$ cat src/rtl/nor_seq_pkg.sv
package nor_seq_pkg;

    typedef enum logic [2:0] {
        OP_PROG       = 3'd0,
        OP_SECT_ERASE = 3'd1,
        OP_CHIP_ERASE = 3'd2,
        OP_ID_MFR     = 3'd3,
        OP_ID_DEV     = 3'd4,
        OP_RESET      = 3'd5
    } op_e;

    typedef enum logic [2:0] {
        AS_UNLK_A,
        AS_UNLK_B,
        AS_TARGET,
        AS_ZERO,
        AS_IDOFF
    } asel_e;

    typedef enum logic [1:0] {
        BP_IDLE,
        BP_SETUP,
        BP_STRB,
        BP_HOLD
    } bphase_e;

    typedef enum logic [2:0] {
        CS_IDLE,
        CS_CMD,
        CS_POLL,
        CS_RECHK,
        CS_IDRD,
        CS_EXIT
    } cstate_e;

    typedef struct packed {
        asel_e      asel;
        logic [7:0] code;
        logic       put_data;
        logic       last;
    } step_t;

    localparam logic [31:0] UNLK_A_OFS = 32'h5555;
    localparam logic [31:0] UNLK_B_OFS = 32'hAAAA;

    localparam logic [7:0] K_UNLK_A  = 8'hAA;
    localparam logic [7:0] K_UNLK_B  = 8'h55;
    localparam logic [7:0] K_PROG    = 8'hA0;
    localparam logic [7:0] K_ESETUP  = 8'h80;
    localparam logic [7:0] K_SECT    = 8'h30;
    localparam logic [7:0] K_CHIP    = 8'h10;
    localparam logic [7:0] K_AUTOSEL = 8'h90;
    localparam logic [7:0] K_EXIT    = 8'hF0;

    function automatic int unsigned ofs_shift(int unsigned dw);
        return (dw == 8) ? 1 : 0;
    endfunction

    function automatic logic op_known(logic [2:0] c);
        return c <= 3'd5;
    endfunction

    function automatic step_t mk(asel_e a, logic [7:0] c, logic pd, logic l);
        step_t s;
        s.asel     = a;
        s.code     = c;
        s.put_data = pd;
        s.last     = l;
        return s;
    endfunction

    // Write step k of the command phase for a given operation.
    function automatic step_t cmd_step(op_e op, logic [2:0] k);
        step_t s;
        case (k)
            3'd0: s = mk(AS_UNLK_A, K_UNLK_A, 1'b0, 1'b0);
            3'd1: s = mk(AS_UNLK_B, K_UNLK_B, 1'b0, 1'b0);
            3'd2: begin
                case (op)
                    OP_PROG:                   s = mk(AS_UNLK_A, K_PROG,    1'b0, 1'b0);
                    OP_SECT_ERASE,
                    OP_CHIP_ERASE:             s = mk(AS_UNLK_A, K_ESETUP,  1'b0, 1'b0);
                    OP_ID_MFR, OP_ID_DEV:      s = mk(AS_UNLK_A, K_AUTOSEL, 1'b0, 1'b1);
                    default:                   s = mk(AS_UNLK_A, K_EXIT,    1'b0, 1'b1);
                endcase
            end
            3'd3: begin
                if (op == OP_PROG) s = mk(AS_TARGET, 8'h00, 1'b1, 1'b1);
                else               s = mk(AS_UNLK_A, K_UNLK_A, 1'b0, 1'b0);
            end
            3'd4: s = mk(AS_UNLK_B, K_UNLK_B, 1'b0, 1'b0);
            3'd5: begin
                if (op == OP_SECT_ERASE) s = mk(AS_TARGET, K_SECT, 1'b0, 1'b1);
                else                     s = mk(AS_UNLK_A, K_CHIP, 1'b0, 1'b1);
            end
            default: s = mk(AS_UNLK_A, K_EXIT, 1'b0, 1'b1);
        endcase
        return s;
    endfunction

    // Write step k of the return-to-read sequence.
    function automatic step_t exit_step(logic [2:0] k);
        step_t s;
        case (k)
            3'd0:    s = mk(AS_UNLK_A, K_UNLK_A, 1'b0, 1'b0);
            3'd1:    s = mk(AS_UNLK_B, K_UNLK_B, 1'b0, 1'b0);
            default: s = mk(AS_UNLK_A, K_EXIT,   1'b0, 1'b1);
        endcase
        return s;
    endfunction

endpackage

$ cat src/rtl/nor_bus_cycle.sv
module nor_bus_cycle
    import nor_seq_pkg::*;
#(
    parameter int ADDR_W     = 22,
    parameter int DATA_W     = 16,
    parameter int STROBE_CYC = 3
) (
    input  logic              clk,
    input  logic              rst,
    input  logic              go,
    input  logic              go_read,
    input  logic [ADDR_W-1:0] go_addr,
    input  logic [DATA_W-1:0] go_data,
    output logic              idle,
    output logic              fin,
    output logic [DATA_W-1:0] rd_data,
    output logic [ADDR_W-1:0] fl_addr,
    output logic [DATA_W-1:0] fl_dq_out,
    output logic              fl_dq_oe,
    input  logic [DATA_W-1:0] fl_dq_in,
    output logic              fl_ce_n,
    output logic              fl_we_n,
    output logic              fl_oe_n
);
    localparam int CW = $clog2(STROBE_CYC + 1);
    localparam logic [CW-1:0] LAST = CW'(STROBE_CYC - 1);

    bphase_e       ph;
    logic [CW-1:0] cnt;
    logic          rd_q;

    always_ff @(posedge clk) begin
        if (rst) begin
            ph        <= BP_IDLE;
            cnt       <= '0;
            rd_q      <= 1'b0;
            fl_addr   <= '0;
            fl_dq_out <= '0;
            rd_data   <= '0;
        end else begin
            case (ph)
                BP_IDLE: begin
                    if (go) begin
                        ph        <= BP_SETUP;
                        rd_q      <= go_read;
                        fl_addr   <= go_addr;
                        fl_dq_out <= go_read ? '0 : go_data;
                    end
                end
                BP_SETUP: begin
                    ph  <= BP_STRB;
                    cnt <= '0;
                end
                BP_STRB: begin
                    if (cnt == LAST) begin
                        ph <= BP_HOLD;
                        if (rd_q) rd_data <= fl_dq_in;
                    end else begin
                        cnt <= cnt + 1'b1;
                    end
                end
                default: ph <= BP_IDLE;
            endcase
        end
    end

    assign idle     = (ph == BP_IDLE);
    assign fin      = (ph == BP_HOLD);
    assign fl_ce_n  = (ph != BP_STRB);
    assign fl_we_n  = !((ph == BP_STRB) && !rd_q);
    assign fl_oe_n  = !((ph == BP_STRB) && rd_q);
    assign fl_dq_oe = (ph != BP_IDLE) && !rd_q;

endmodule

$ cat src/rtl/nor_status_eval.sv
module nor_status_eval #(
    parameter int DATA_W = 16
) (
    input  logic [DATA_W-1:0] rd,
    input  logic              is_prog,
    input  logic              exp_bit7,
    output logic              complete,
    output logic              tmo,
    output logic              erase_tmo
);
    always_comb begin
        complete  = is_prog ? (rd[7] == exp_bit7) : rd[7];
        tmo       = rd[5];
        erase_tmo = rd[3];
    end
endmodule

$ cat src/rtl/nor_seq_ctrl.sv
module nor_seq_ctrl
    import nor_seq_pkg::*;
#(
    parameter int ADDR_W = 22,
    parameter int DATA_W = 16
) (
    input  logic              clk,
    input  logic              rst,
    input  logic              req_valid,
    input  logic [2:0]        req_op,
    input  logic [ADDR_W-1:0] req_addr,
    input  logic [DATA_W-1:0] req_data,
    output logic              req_ack,
    output logic              busy,
    output logic              done,
    output logic              err,
    output logic [DATA_W-1:0] id_out,
    output logic              bus_go,
    output logic              bus_read,
    output logic [ADDR_W-1:0] bus_addr,
    output logic [DATA_W-1:0] bus_data,
    input  logic              bus_idle,
    input  logic              bus_fin,
    input  logic [DATA_W-1:0] bus_rd,
    output logic              is_prog,
    output logic              exp_bit7,
    input  logic              st_complete,
    input  logic              st_tmo,
    input  logic              st_erase_tmo
);
    localparam int unsigned SH = ofs_shift(DATA_W);
    localparam logic [ADDR_W-1:0] ADDR_UA = ADDR_W'(UNLK_A_OFS << SH);
    localparam logic [ADDR_W-1:0] ADDR_UB = ADDR_W'(UNLK_B_OFS << SH);
    localparam logic [ADDR_W-1:0] ADDR_ID1 = ADDR_W'(32'd1 << SH);

    cstate_e           st;
    op_e               op_q;
    logic [ADDR_W-1:0] addr_q;
    logic [DATA_W-1:0] data_q;
    logic [2:0]        k;
    logic              pend;
    logic              fail_q;
    step_t             cur;
    logic [ADDR_W-1:0] id_addr;

    always_comb begin
        cur = (st == CS_EXIT) ? exit_step(k) : cmd_step(op_q, k);
    end

    assign id_addr  = (op_q == OP_ID_DEV) ? ADDR_ID1 : '0;
    assign req_ack  = req_valid && (st == CS_IDLE) && op_known(req_op);
    assign busy     = (st != CS_IDLE);
    assign bus_read = (st == CS_POLL) || (st == CS_RECHK) || (st == CS_IDRD);
    assign bus_go   = busy && !pend && bus_idle;
    assign is_prog  = (op_q == OP_PROG);
    assign exp_bit7 = data_q[7];

    always_comb begin
        bus_data = cur.put_data ? data_q : DATA_W'(cur.code);
        if (st == CS_IDRD) begin
            bus_addr = id_addr;
        end else if (st == CS_POLL || st == CS_RECHK) begin
            bus_addr = (op_q == OP_CHIP_ERASE) ? '0 : addr_q;
        end else begin
            case (cur.asel)
                AS_UNLK_A: bus_addr = ADDR_UA;
                AS_UNLK_B: bus_addr = ADDR_UB;
                AS_TARGET: bus_addr = addr_q;
                AS_IDOFF:  bus_addr = id_addr;
                default:   bus_addr = '0;
            endcase
        end
    end

    always_ff @(posedge clk) begin
        if (rst) begin
            st     <= CS_IDLE;
            op_q   <= OP_PROG;
            addr_q <= '0;
            data_q <= '0;
            k      <= '0;
            pend   <= 1'b0;
            fail_q <= 1'b0;
            done   <= 1'b0;
            err    <= 1'b0;
            id_out <= '0;
        end else begin
            done <= 1'b0;
            err  <= 1'b0;
            if (bus_go)       pend <= 1'b1;
            else if (bus_fin) pend <= 1'b0;
            case (st)
                CS_IDLE: begin
                    if (req_ack) begin
                        op_q   <= op_e'(req_op);
                        addr_q <= req_addr;
                        data_q <= req_data;
                        k      <= '0;
                        fail_q <= 1'b0;
                        st     <= CS_CMD;
                    end
                end
                CS_CMD: begin
                    if (bus_fin) begin
                        if (cur.last) begin
                            k <= '0;
                            case (op_q)
                                OP_PROG, OP_SECT_ERASE, OP_CHIP_ERASE: st <= CS_POLL;
                                OP_ID_MFR, OP_ID_DEV:                  st <= CS_IDRD;
                                default: begin
                                    st   <= CS_IDLE;
                                    done <= 1'b1;
                                end
                            endcase
                        end else begin
                            k <= k + 3'd1;
                        end
                    end
                end
                CS_POLL: begin
                    if (bus_fin) begin
                        if (st_complete) begin
                            st   <= CS_IDLE;
                            done <= 1'b1;
                        end else if (op_q == OP_CHIP_ERASE && st_erase_tmo) begin
                            st  <= CS_IDLE;
                            err <= 1'b1;
                        end else if (st_tmo) begin
                            st <= CS_RECHK;
                        end
                    end
                end
                CS_RECHK: begin
                    if (bus_fin) begin
                        if (st_complete) begin
                            st   <= CS_IDLE;
                            done <= 1'b1;
                        end else begin
                            fail_q <= 1'b1;
                            k      <= '0;
                            st     <= CS_EXIT;
                        end
                    end
                end
                CS_IDRD: begin
                    if (bus_fin) begin
                        id_out <= bus_rd;
                        k      <= '0;
                        st     <= CS_EXIT;
                    end
                end
                default: begin
                    if (bus_fin) begin
                        if (cur.last) begin
                            st   <= CS_IDLE;
                            err  <= fail_q;
                            done <= !fail_q;
                        end else begin
                            k <= k + 3'd1;
                        end
                    end
                end
            endcase
        end
    end

endmodule

$ cat src/rtl/nor_cmd_seq.sv
module nor_cmd_seq
    import nor_seq_pkg::*;
#(
    parameter int ADDR_W     = 22,
    parameter int DATA_W     = 16,
    parameter int STROBE_CYC = 3
) (
    input  logic              clk,
    input  logic              rst,
    input  logic              req_valid,
    input  logic [2:0]        req_op,
    input  logic [ADDR_W-1:0] req_addr,
    input  logic [DATA_W-1:0] req_data,
    output logic              req_ack,
    output logic              busy,
    output logic              done,
    output logic              err,
    output logic [DATA_W-1:0] id_out,
    output logic [ADDR_W-1:0] fl_addr,
    output logic [DATA_W-1:0] fl_dq_out,
    output logic              fl_dq_oe,
    input  logic [DATA_W-1:0] fl_dq_in,
    output logic              fl_ce_n,
    output logic              fl_we_n,
    output logic              fl_oe_n
);
    logic              bus_go, bus_read, bus_idle, bus_fin;
    logic [ADDR_W-1:0] bus_addr;
    logic [DATA_W-1:0] bus_data, bus_rd;
    logic              is_prog, exp_bit7;
    logic              st_complete, st_tmo, st_erase_tmo;

    nor_seq_ctrl #(.ADDR_W(ADDR_W), .DATA_W(DATA_W)) u_ctrl (
        .clk(clk), .rst(rst),
        .req_valid(req_valid), .req_op(req_op), .req_addr(req_addr), .req_data(req_data),
        .req_ack(req_ack), .busy(busy), .done(done), .err(err), .id_out(id_out),
        .bus_go(bus_go), .bus_read(bus_read), .bus_addr(bus_addr), .bus_data(bus_data),
        .bus_idle(bus_idle), .bus_fin(bus_fin), .bus_rd(bus_rd),
        .is_prog(is_prog), .exp_bit7(exp_bit7),
        .st_complete(st_complete), .st_tmo(st_tmo), .st_erase_tmo(st_erase_tmo)
    );

    nor_status_eval #(.DATA_W(DATA_W)) u_eval (
        .rd(bus_rd), .is_prog(is_prog), .exp_bit7(exp_bit7),
        .complete(st_complete), .tmo(st_tmo), .erase_tmo(st_erase_tmo)
    );

    nor_bus_cycle #(.ADDR_W(ADDR_W), .DATA_W(DATA_W), .STROBE_CYC(STROBE_CYC)) u_bus (
        .clk(clk), .rst(rst),
        .go(bus_go), .go_read(bus_read), .go_addr(bus_addr), .go_data(bus_data),
        .idle(bus_idle), .fin(bus_fin), .rd_data(bus_rd),
        .fl_addr(fl_addr), .fl_dq_out(fl_dq_out), .fl_dq_oe(fl_dq_oe), .fl_dq_in(fl_dq_in),
        .fl_ce_n(fl_ce_n), .fl_we_n(fl_we_n), .fl_oe_n(fl_oe_n)
    );

endmodule

$ cat config.mk
export PLATFORM = sky130hd
export DESIGN_NAME = nor_cmd_seq
export DESIGN_NICKNAME = d
export VERILOG_FILES = /design/src/rtl/nor_seq_pkg.sv /design/src/rtl/nor_bus_cycle.sv /design/src/rtl/nor_status_eval.sv /design/src/rtl/nor_seq_ctrl.sv /design/src/rtl/nor_cmd_seq.sv
export SDC_FILE = /design/constraint.sdc
export NUM_CORES = 1
export LEC_CHECK = 0
export ABC_AREA = 1
export BUFFER_PORTS_ARGS = -buffer_cell sky130_fd_sc_hd__buf_2
export CORE_MARGIN = 2
export CORE_UTILIZATION = 35
export CTS_CLUSTER_SIZE = 14
export DETAILED_ROUTE_END_ITERATION = 8
export SETUP_SLACK_MARGIN = 0.2
export SLEW_MARGIN = 20
export SYNTH_ARGS = -nofsm -noshare
export SYNTH_HDL_FRONTEND = slang
export SYNTH_SLANG_ARGS = --single-unit
$ cat constraint.sdc
create_clock -name clk -period 4.8 [get_ports clk]
set_input_delay 0.72 -clock clk [delete_from_list [all_inputs] [get_ports clk]]
set_output_delay 0.72 -clock clk [all_outputs]
set_load 0.01 [all_outputs]
==> results of run 1 <==
==> final timing paths <==
kind / from / to / slack, ns
hold / removal: u_bus.rd_data[13] / u_bus.rd_data[13] / 0.44
setup / recovery: u_ctrl.st[0] / req_ack / 2.04
hold reg to reg: u_bus.rd_data[13] / u_bus.rd_data[13] / 0.44
setup reg to reg: u_bus.ph[0] / u_bus.fl_addr[0] / 2.60
==> per-stage QoR <==
stage | area, um^2 | power (mW) | std cells | utilization | hold slack (ns)
after CTS | 6620 | 3.56 | 1036 | 0.441 | 0.446
after global routing | 6630 | 3.77 | 1036 | 0.441 | 0.461
final | 6630 | 3.53 | 1036 | 0.441 | 0.444
after detailed placement | 6030 | 2.25 | 1005 | 0.401 | 0.437
after global placement | 6030 | 2.24 | 1005 | 0.401 | 0.434
after floorplan | 5310 | 1.98 | 726 | - | 0.424
==> Yosys cell counts (5+ instances only) <==
master,n
buf_2,7
dfxtp_1,126
clkbuf_1,25
a21oi_1,123
nand3_1,46
nand2_1,185
nor2_1,40
ha_1,11
inv_1,60
o21ai_0,64
nand4_1,5
inv_2,6
==> critical path, delay by kind of cell, from the launching register on <==
kind | cells | cell delay [ns]
buffers and inverters | 4 | 0.85
DFF | 1 | 0.49
and+or+nand+nor | 3 | 0.24
==> layout make-up <==
cell class	count	area share
tap	188	0.0355
timing repair buffer	126	0.0970
inverter	67	0.0379
clock buffer	21	0.0695
sequential	126	0.381
clock inverter	10	0.0208
multi-input combinational	498	0.359
==> layer usage <==
| layer | global-route usage | routed length, um |
|---|---|---|
| met5 | 0 | 11 |
| met3 | 0.0649 | 950 |
| met4 | 0.0633 | 201 |
| met1 | 0.219 | 6350 |
| met2 | 0.283 | 6350 |
==> power groups by stage <==
| stage | logic (mW) | registers [mW] | clock network (mW) |
|---|---|---|---|
| global route | 1.09 | 1.30 | 1.38 |
| detailed placement | 0.950 | 1.30 | 0 |
| finish | 0.950 | 1.28 | 1.30 |
| CTS | 0.957 | 1.28 | 1.33 |
| floorplan | 0.677 | 1.30 | 0 |
| global placement | 0.949 | 1.30 | 0 |
==> cells by family after synthesis <==
family,Yosys count,synth area share
AOI/OAI and AO/OA,196,0.190
adders and majority gates,11,0.0259
buffers and inverters,102,0.0780
DFF,126,0.475
and+or+nand+nor,291,0.231
==> sequential cells by signal (all words and copies together) (netlist names), 3 cells and up <==
name,flops
u_bus.fl_addr,22
u_bus.fl_dq_out,16
u_ctrl.st,3
u_ctrl.id_out,16
u_ctrl.k,3
u_ctrl.op_q,3
u_ctrl.data_q,16
u_bus.rd_data,16
u_ctrl.addr_q,22
==> results_dict.tcl, run 1 <==
set metrics [dict create \
    synthToLayoutAreaGrowth_pct 24.8 \
    portBuffers 121 \
    clockBufferDepth 2 \
    cts_inserted_buffers 17 \
    layout_commonest_cell "nand2_1" \
    path_cells "nor2_4 > nand2_4 > inv_2 > nand3_2 > buf_4 > clkinv_1 > buf_2" \
    fp.dieH_um 127 \
    ys_warn_count 0 \
    grt_util_all_layers 0.177 \
    comb_power_share 0.269 \
    grt_max_degree 89 \
    run_status "complete, no violations" \
    critPathLaunchType "register" \
    relSlewSlack 0.374 \
    clk_transition_reported_paths_ns 0.06 \
    final_cell_mix "nand2_1, dfxtp_1, a21oi_1" \
    setup_viol 0 \
    fp.dieW_um 127 \
    vias_per_cell 4.84 \
    io_pins 122 \
    num-fill-cells 1571 \
    clock_latency_ns 0.41 \
    drt_iter0_markers 282 \
    ys_ff_latch 126 \
    finalHoldViolations 0 \
    syn_avg_cell_area_um2 7.31 \
    critPathMaxStageDelay_ns 0.49 \
    reg2regPathDepth 9 \
    dieArea_um2 16200 \
    syn_nets 797 \
    synth_top_area_frac 0.475 \
    dpl.hpwl_um 9190 \
    critPathKind "reg -> out" \
    skew_ns 0.00675 \
    critPathMaxFanout 58 \
    tritoncts "done" \
    drt-total-wl_um 13900 \
    crit_path_end_kind "primary output" \
    root_buffer "clkbuf_16" \
    via_count 5010 \
    place_ws_ns 2.31 \
    regArea_um2 2520 \
    multi_input_area_um2 2380 \
    fin_crit_sh 0.575 \
    leakage_nw 2.81 \
    synthTopCellsByArea "dfxtp_1, nand2_1, a21oi_1" \
    initial_core_util 0.353 \
    post_cts_buffers 0 \
    arrival_ns 2.04 \
    cts-hold-fix-buffers 0 \
    yosysTopAreaCell "dfxtp_1" \
    cts.sinks 126 \
    sw_frac_of_total 0.340 \
    rows 45 \
    drive_above_1_share 0.205 \
    core_area_um2 15000 \
    antenna_left 0 \
    period_needed_ns 2.76 \
    worstMarginPinSlew_ns 0.939 \
    wl_per_cell_um 13.4 \
    p_int_mw 2.33 \
    ys_async_sr_fraction 0 \
    antenna-diode-count 0 \
    grt_overflow 0 \
    cp_data_required_time_ns 4.08 \
    synth-edff-count 0 \
    place.gp.congestion 0.879 \
    nNetsFinal 907 \
    synthFlopType "dfxtp_1" \
    seq_power_share 0.363 \
    slowest_stage "dfxtp_1" \
    maxSlewViolCount 0 \
    grt_setup_unrepaired "no" \
    antenna_found_initial 1 \
    syn_inst 726 \
    vdd_drop_max_mv 0.254 \
    drc 0 \
    worst_slack_ns 2.04 \
    hold_depth 2 \
    synth_cell_types 27 \
    hp-class "reg -> reg" \
    power_frac_clock 0.368 \
    grt_pass1_vias 4703 \
    syn-cell-area_um2 5310 \
    dr.pass1.iters 5 \
    p_switching_mw 1.20 \
    post_cts_resized 0 \
    synth-seq-area-share 0.475 \
    h-tree-depth 4 \
    max_cap_violations 0 \
    tns_ns 0 \
    fmax_ghz 0.362 \
    grt_pass1_wl_um 22800 \
    p_per_area_nw_per_um2 532 \
]
Power figures use the tool's default switching activity.
==> inputs of run 2 (changes only) <==
clock period = 2.5 ns   (was 4.8 ns; I/O delays follow)
==> results_dict.tcl, run 2 (synthesis results as in run 1) <==
set metrics [dict create \
    grt_overflow 0 \
    max_cap_violations 0 \
    vias_per_cell 4.89 \
    final_area_um2 6690 \
    relSlewSlack 0.609 \
    antenna_left 0 \
    critPathKind "reg -> out" \
    drc 0 \
    seq_power_share 0.360 \
    fp.dieH_um 127 \
    skew_ns 0.0148 \
    root_buffer "clkbuf_16" \
    via_count 5087 \
    final_cell_mix "nand2_1, dfxtp_1, a21oi_1" \
    drt-total-wl_um 14300 \
    dieArea_um2 16200 \
    crit_path_end_kind "primary output" \
    reg2regPathDepth 13 \
    finalHoldViolations 0 \
    maxSlewViolCount 0 \
    arrival_ns 1.76 \
    clock_latency_ns 0.42 \
    critPathMaxFanout 10 \
    critPathLaunchType "register" \
    leakage_nw 2.85 \
    grt_pass1_wl_um 23500 \
    sw_frac_of_total 0.340 \
    grt_util_all_layers 0.182 \
    num-fill-cells 1581 \
    cts.sinks 126 \
    postPlaceCellArea_um2 6080 \
    antenna_found_initial 0 \
    drt_iter0_markers 338 \
    p_int_mw 4.50 \
    grt_max_degree 89 \
    whs_ns 0.209 \
    p_switching_mw 2.32 \
    rows 45 \
    comb_power_share 0.278 \
    hp-class "in -> reg" \
    portBuffers 121 \
    period_needed_ns 2.13 \
    place.gp.congestion 0.904 \
    fin_crit_sh 0.853 \
    post_cts_buffers 0 \
    dr.pass1.iters 4 \
    wl_per_cell_um 13.8 \
    antenna-diode-count 0 \
    fp.dieW_um 127 \
    io_pins 122 \
    grt_setup_unrepaired "no" \
    drive_above_1_share 0.210 \
    hold_depth 3 \
    grt_pass1_vias 4821 \
    place_ws_ns 0.481 \
    fin_util 0.445 \
    dpl.hpwl_um 9770 \
    clk_transition_reported_paths_ns 0.06 \
    synthToLayoutAreaGrowth_pct 25.9 \
    core_area_um2 15000 \
    h-tree-depth 4 \
    cp_data_required_time_ns 2.12 \
    biggestRegsByFlops "u_bus.fl_addr (22), u_ctrl.addr_q (22)" \
    tns_ns 0 \
    layout_commonest_cell "nand2_1" \
    fmax_ghz 0.469 \
    vdd_drop_max_mv 0.644 \
    worstMarginPinSlew_ns 0.584 \
    instances_no_fill 1041 \
    initial_core_util 0.353 \
    p_per_area_nw_per_um2 1020 \
    placed_cells 1011 \
    clockBufferDepth 2 \
    cts_inserted_buffers 17 \
    nNetsFinal 913 \
    run_status "complete, no violations" \
    p_total_mw 6.82 \
    power_frac_clock 0.362 \
    worst_slack_ns 0.368 \
    tritoncts "done" \
    setup_viol 0 \
]
==> run 2: layer usage <==
metal | up-vias | track usage | share of wire
li1 | 2618 | - | -
met1 | 2306 | 0.230 | 0.46
met2 | 144 | 0.295 | 0.46
met3 | 19 | 0.0570 | 0.063
met4 | 0 | 0.0627 | 0.014
met5 | - | 0 | 0
==> run 2: cell type report <==
cell class,count,area [um^2],area share
clock inverter,5,78.8,0.0118
inverter,67,255,0.0382
multi-input combinational,498,2380,0.356
timing repair buffer,132,701,0.105
tap,188,235,0.0352
sequential,126,2520,0.377
clock buffer,25,515,0.0771
==> run 2: timing repair <==
action / in CTS / in global routing
gates resized for setup: 0 / 2
hold buffers: 0 / 0
setup endpoints to repair: 0 / 4
==> run 2: power groups by stage <==
| stage | clock network [mW] | registers, mW | logic (mW) |
|---|---|---|---|
| after floorplan | 0 | 2.50 | 1.30 |
| after global placement | 0 | 2.49 | 1.89 |
| after detailed placement | 0 | 2.50 | 1.89 |
| after CTS | 2.51 | 2.46 | 1.90 |
| after global routing | 2.60 | 2.49 | 2.17 |
| final | 2.47 | 2.46 | 1.90 |
==> run 2: critical path: stages (launching register included) <==
cell and delay [ns]:
dfxtp_1 0.39, nor2_4 0.20, nand2_4 0.08, inv_2 0.09, nand3_2 0.18, clkinvlp_4 0.23
buf_2 0.16
==> run 2: worst paths after layout <==
check | from | end | slack [ns]
worst max-delay path | u_ctrl.st[0] | req_ack | 0.37
worst min-delay path | req_addr[6] | u_ctrl.addr_q[6] | 0.21
worst max register to register | u_ctrl.k[0] | u_ctrl.k[2] | 0.54
worst min register to register | u_bus.rd_data[2] | u_bus.rd_data[2] | 0.44
